--- config.mk ---
export PLATFORM = sky130hd
export DESIGN_NAME = replace_pq
export DESIGN_NICKNAME = d
export VERILOG_FILES = /design/src/rtl/pq_pkg.sv /design/src/rtl/pq_cas.sv /design/src/rtl/pq_row.sv /design/src/rtl/replace_pq.sv
export SDC_FILE = /design/constraint.sdc
export NUM_CORES = 2
export LEC_CHECK = 0
export BUFFER_PORTS_ARGS = -buffer_cell sky130_fd_sc_hd__buf_2
export CAP_MARGIN = 15
export CORE_UTILIZATION = 35
export CTS_CLUSTER_SIZE = 40
export DETAILED_ROUTE_END_ITERATION = 6
export PLACE_DENSITY = 0.54
export RECOVER_POWER = 25
export SYNTH_ARGS = -nofsm -noshare
export SYNTH_HDL_FRONTEND = slang
export SYNTH_HIERARCHICAL = 1
export SYNTH_SLANG_ARGS = --single-unit
--- constraint.sdc ---
create_clock -name clk -period 8.5 [get_ports clk]
set_input_delay 0.85 -clock clk [delete_from_list [all_inputs] [get_ports clk]]
set_output_delay 0.85 -clock clk [all_outputs]
set_load 0.01 [all_outputs]
--- src/rtl/pq_pkg.sv ---
package pq_pkg;

    localparam int unsigned KEY_W_DEF = 32;
    localparam int unsigned DEPTH_DEF = 16;

    // Phase of the reorder wave in which a pair is compared.
    typedef enum logic {
        WAVE_EVEN = 1'b0,   // pairs (2k, 2k+1)
        WAVE_ODD  = 1'b1    // pairs (2k+1, 2k+2)
    } wave_e;

    // Number of compare-and-swap units in each wave for a row of n slots.
    function automatic int unsigned pairs_in_wave(input int unsigned n, input wave_e w);
        if (w == WAVE_EVEN) return n / 2;
        else                return (n - 1) / 2;
    endfunction

endpackage

--- src/rtl/pq_cas.sv ---
module pq_cas #(
    parameter int unsigned KEY_W = pq_pkg::KEY_W_DEF
) (
    input  logic [KEY_W-1:0] up_in,    // lower index
    input  logic [KEY_W-1:0] dn_in,    // higher index
    output logic [KEY_W-1:0] up_out,
    output logic [KEY_W-1:0] dn_out
);
    logic swap;

    // Strictly greater: equal keys stay put.
    assign swap   = dn_in > up_in;
    assign up_out = swap ? dn_in : up_in;
    assign dn_out = swap ? up_in : dn_in;

endmodule

--- src/rtl/pq_row.sv ---
module pq_row #(
    parameter int unsigned KEY_W = pq_pkg::KEY_W_DEF,
    parameter int unsigned DEPTH = pq_pkg::DEPTH_DEF
) (
    input  logic [DEPTH-1:0][KEY_W-1:0] row_in,
    output logic [DEPTH-1:0][KEY_W-1:0] row_out
);
    import pq_pkg::*;

    localparam int unsigned N_EVEN = pairs_in_wave(DEPTH, WAVE_EVEN);
    localparam int unsigned N_ODD  = pairs_in_wave(DEPTH, WAVE_ODD);

    logic [DEPTH-1:0][KEY_W-1:0] mid;

    // First wave: slot 2k against slot 2k+1.
    generate
        for (genvar k = 0; k < N_EVEN; k++) begin : g_even
            pq_cas #(.KEY_W(KEY_W)) u_cas (
                .up_in (row_in[2*k]),
                .dn_in (row_in[2*k+1]),
                .up_out(mid[2*k]),
                .dn_out(mid[2*k+1])
            );
        end
        if (DEPTH % 2 == 1) begin : g_even_tail
            assign mid[DEPTH-1] = row_in[DEPTH-1];
        end
    endgenerate

    // Second wave: slot 2k+1 against slot 2k+2; slot 0 passes through.
    assign row_out[0] = mid[0];
    generate
        for (genvar k = 0; k < N_ODD; k++) begin : g_odd
            pq_cas #(.KEY_W(KEY_W)) u_cas (
                .up_in (mid[2*k+1]),
                .dn_in (mid[2*k+2]),
                .up_out(row_out[2*k+1]),
                .dn_out(row_out[2*k+2])
            );
        end
        if (DEPTH % 2 == 0) begin : g_odd_tail
            assign row_out[DEPTH-1] = mid[DEPTH-1];
        end
    endgenerate

endmodule

--- src/rtl/replace_pq.sv ---
module replace_pq #(
    parameter int unsigned KEY_W = pq_pkg::KEY_W_DEF,
    parameter int unsigned DEPTH = pq_pkg::DEPTH_DEF
) (
    input  logic             clk,
    input  logic             rst,
    input  logic             req_valid,
    output logic             req_ready,
    input  logic [KEY_W-1:0] req_key,
    output logic             top_valid,
    output logic [KEY_W-1:0] top_key
);
    localparam logic [KEY_W-1:0] SENTINEL = {KEY_W{1'b1}};

    logic [DEPTH-1:0][KEY_W-1:0] slot_q;
    logic [DEPTH-1:0][KEY_W-1:0] seeded;
    logic [DEPTH-1:0][KEY_W-1:0] sorted;
    logic                        take;

    assign req_ready = ~rst;
    assign take      = req_valid & req_ready;

    // Overwrite the head with the incoming key before the two waves.
    always_comb begin
        seeded    = slot_q;
        seeded[0] = req_key;
    end

    pq_row #(.KEY_W(KEY_W), .DEPTH(DEPTH)) u_row (
        .row_in (seeded),
        .row_out(sorted)
    );

    always_ff @(posedge clk) begin
        if (rst) begin
            for (int i = 0; i < DEPTH; i++) slot_q[i] <= SENTINEL;
            top_valid <= 1'b0;
            top_key   <= '0;
        end else begin
            top_valid <= take;
            if (take) begin
                slot_q  <= sorted;
                top_key <= slot_q[0];
            end
        end
    end

    // the cycle after reset holds sentinels everywhere and no result.
    p_reset_fill_r1: assert property (@(posedge clk) disable iff (rst)
        $past(rst) |-> (slot_q == {DEPTH{SENTINEL}}) && !top_valid);

    // the result is the head as it was when the request was taken.
    p_top_is_old_head_r2: assert property (@(posedge clk) disable iff (rst)
        (req_valid && req_ready) |=> top_valid && (top_key == $past(slot_q[0])));

    // ready out of reset.
    p_ready_r3: assert property (@(posedge clk) !rst |-> req_ready);

    // the head never falls below its neighbour after an update.
    p_head_order_r5: assert property (@(posedge clk) disable iff (rst)
        (req_valid && req_ready) |=> slot_q[0] >= slot_q[1]);

    // an idle cycle freezes the row and gives no result.
    p_idle_hold_r7: assert property (@(posedge clk) disable iff (rst)
        !req_valid |=> $stable(slot_q) && !top_valid);

endmodule

# After elaboration in Yosys (flattened, before gate mapping)
# Cells that the tools add are included.
dict set report classes {
  bitwise 2
  order_cmp 15
  reduce_logical 1
  muxes 29
}
# op n
set op_table {}
lappend op_table {{32-bit 2-to-1 mux} 29}
lappend op_table {{32-bit greater-than comparator} 15}
lappend op_table {{2-bit AND reduction} 1}
lappend op_table {{1-bit bitwise AND} 1}
lappend op_table {{1-bit inverter} 1}
dict set report totals {
  output_inout_bits 34
  regBits 545
  inputBits 35
  wordCells 65
}

# Longest topological paths before layout
dict set report depth {
  depth_word 4
  ltp_mapped 20
  ltp_nobuf 18
}

# By module
# The synthesis kept the hierarchy.
# mod n_inst area_each_um2 cells_each seq_area_each_um2
set modules_own_cells {}
lappend modules_own_cells {pq_cas 15 1646.6 183 0.0}
lappend modules_own_cells {replace_pq 1 19130.8 1756 10910.5}

# Least setup slack after synthesis
# OpenSTA, ideal clock, no wires.
dict set report synth_timing {
  kind {input to register}
  startpoint {in req_key[9]}
  endpoint {reg slot_q (netlist bit seeded[65])}
  n_path_buf 2
  setup_slack_ns 3.457
  path_stages 20
  arrival_time_ns 4.914
  t_required_ns 8.371
  setup_ns 0.129
  path_cell_list {inv_1 -> ha_1 -> a21o_1 -> nand3_1 -> a21oi_1 -> or4_4 -> a22oi_4 -> buf_6 -> mux2_4 -> inv_1 -> ha_1 -> a21o_1 -> nand3_1 -> a21oi_1 -> or4_4 -> a22oi_4 -> buf_6 -> mux2_4 -> mux2i_1 -> nand2_1}
}
# element line_no
set synth_lines {}
lappend synth_lines {{start, declared} replace_pq.sv:9} ;# input logic [KEY_W-1:0] req_key,
lappend synth_lines {{end signal, assigned} replace_pq.sv:42} ;# slot_q <= sorted;
lappend synth_lines {{end, declared} replace_pq.sv:15} ;# logic [DEPTH-1:0][KEY_W-1:0] slot_q;

# Worst setup path in the final report
dict set report layout_timing {
  startpoint {in req_valid}
  endpoint {reg slot_q (netlist bit seeded[296])}
}
dict set report layout_via {
  elab_chain_len 1
}
# element line_no
set layout_rtl {}
lappend layout_rtl {{start, declared} replace_pq.sv:7} ;# input logic req_valid,
lappend layout_rtl {{1-bit bitwise AND} replace_pq.sv:21} ;# assign take = req_valid & req_ready;
# No other way between the ends.
# A chain may end at the register's enable or synchronous reset.

==> reports/results.txt <==
outcome: finished, violations left
failing checks: max-capacitance violations, max-slew violations
CP most frequent cell: clkbuf_2
GRT overflow: 0
Fin. Hold Viols: 0
final WL: 94800 microns
top cell type's share of synthesized area: 24.9%
io pins: 69
Finish-stage setup viols: 0
setup ws final: 1.64 ns
post-route ant nets: 0
Power Dens Cells: 423 nW/um^2
CP Capture Type: register
die height: 356 microns
met3 GRT Util: 1.84%
cells after synthesis: 4501
cts hold-fix bufs: 0
cells along the critical path: clkbuf_2 -> clkbuf_2 -> buf_4 -> mux2i_1 -> nand2_1
placed insts: 6033
met1 GRT Util: 19.1%
hpwl dp: 68500 microns
Worst setup SP type: input port
fin cells: 6163
maximum root-to-sink buffer count: 3
CTS clk-pin slew, worst paths: 0.06 ns
synth unique cells: 31
Ys Warns: 6
met2 Use GR: 25.7%
Data required, critical path: 9.00 ns
DP Worst Slack: 1.48 ns
number of remaining DRC errors: 0
final worst path period share: 80.7%
initial DRC count: 1297
Global Route Usage Sum: 14.8%
vias in the first global route: 30400
fin crit period: 6.86 ns
DR vias: 30400
maximum number of pins on one net before global-route repair: 141
Max Cap Viol: 7
clock root buffer: clkbuf_16
Port-buffer cells: 68
total power: 20000 uW
syn nets: 5016
Synth top cells by count: 735 x mux2_2, 587 x nand2_1, 545 x dfxtp_1, 544 x mux2i_1
CTS Buf Count: 71
critical path class: input port to register
Synth async-reset ratio: 0%
Synth Register Bits: 545
RSZ-0062 raised after global routing: false
synthesized area: 43800 sq um
Fin Setup TNS: 0 ns
initial antenna violation count: 0
Fmax: 146 MHz
GPL Wtd Cong: 0.784
CTS sink count: 545
Leak: 0.0229 uW
top cell type by total area after synthesis: dfxtp_1
Avg Synthesized Cell Area: 9.74 sq um
Post-synth EDFFs: 0
layout cells sized above 1: 24.5%
1st-pass router iterations: 7
wire per inst: 15.4 microns
row count: 129
internal reg-to-reg setup slack: 2.12 ns
cell at the slowest stage of the critical path: clkbuf_2
Critical Path AT: 7.36 ns
clock skew: 0.0308 ns
type of the tightest min-delay check: register to register
Avg Vias per Cell: 4.94
Initial Util: 35.4%
die area: 127000 sq um
Worst-Skew Late Latency: 0.65 ns
postcts setup bufs: 0
first-pass GRT wire length: 159000 microns
Die Wd: 356 microns
largest cells by area after synthesis: dfxtp_1 25%, mux2_2 19%, ha_1 14%
layout net count: 4984
Worst-Margin Slew: 4.23 ns
H-tree levels: 3
Slew Limit Fails: 478
CP max stage delay: 3.23 ns
GR peak layer: met2
Max-slew headroom: -182%
sequential share of the synthesized area: 24.9%
n_diodes: 0
CP max FO: 126
core area: 124000 sq um
peak supply drop: 1560 uV
CTS tree: built
post-CTS sizing: 0
Primary FF master, synth: dfxtp_1
most common cell in the netlist: mux2_2
Area growth, synth to finish: 7.67%
logic make-up (layout without fill, tap and decap cells):
kind of cell / Yosys count / after routing / share of synthesized area [%]
AND/OR/NAND/NOR: 860 / 860 / 8.78
AO/OA/AOI/OAI: 420 / 420 / 6.17
adder cells (fa/ha/maj): 480 / 480 / 13.7
buffers and inverters: 692 / 717 / 8.08
multiplexers: 1504 / 1504 / 38.4
flip-flops: 545 / 545 / 24.9
per-layer routing:
metal | vias up | part of all wire [%]
met5 | - | 0
li1 | 15900 | -
met3 | 136 | 2.0
met4 | 0 | 2.7
met1 | 14200 | 48
met2 | 206 | 47
final timing paths:
path | start | to | depth (start not counted)
max | req_valid | seeded[296] | 5
min | slot_q[8] | slot_q[8] | 2
max reg2reg | seeded[393] | seeded[382] | 17
min reg2reg | slot_q[8] | slot_q[8] | 2
layout by cell type, fill, tap and decap left out, drive strengths merged:
master | synthesis | final
clkbuf | 47 | 144
nor2b | 16 | 16
or4 | 15 | 15
mux2 | 960 | 960
clkinvlp | 0 | 4
a22oi | 15 | 15
ha | 480 | 480
nand3 | 45 | 45
a211oi | 15 | 15
o21a | 15 | 15
nand2 | 587 | 587
a21oi | 225 | 225
dfxtp | 545 | 545
buf | 164 | 65
o21ai | 60 | 60
nand4 | 105 | 105
bufinv | 0 | 5
nor3 | 30 | 30
mux2i | 544 | 544
nor2 | 32 | 32
o211ai | 15 | 15
nor4 | 15 | 15
clkinv | 0 | 16
a21o | 30 | 30
inv | 481 | 483
a21boi | 30 | 30
and4 | 15 | 15
o221a | 15 | 15
worst max-delay path, delay by kind of cell:
kind | cells | cell delay [ns]
buffers and inverters | 3 | 5.95
muxes | 1 | 0.26
and+or+nand+nor | 1 | 0.06
power by group:
| part | switching, uW | total [uW] | internal (uW) |
|---|---|---|---|
| sequential | 320 | 3180 | 2860 |
| clock | 1270 | 3110 | 1840 |
| combinational | 7270 | 13700 | 6420 |
flip-flops by register name, summed over array words and instances (netlist names):
name and flops:
top_valid 1, top_key 32, slot_q 32, seeded 480
metrics by stage:
step | hold WS (ns) | instance area (sq um) | utilization [%]
4_1_cts | 0.477 | 47300 | 38.1
3_5_place_dp | 0.462 | 44900 | 36.2
2_1_floorplan | 0.441 | 43800 | -
3_3_place_gp | 0.460 | 44900 | 36.2
5_1_grt | 0.505 | 47200 | 38.1
6_report | 0.475 | 47200 | 38.1
layout make-up:
cell class                 instances  area (sq um)
clock buffer                     103          2040
clock inverter                    27           390
fill                           12400         76800
inverter                         481          1810
multi-input combinational       3264         29400
sequential                       545         10900
tap                             1637          2050
timing repair buffer             106           614
(Power assumes the default switching activity.)
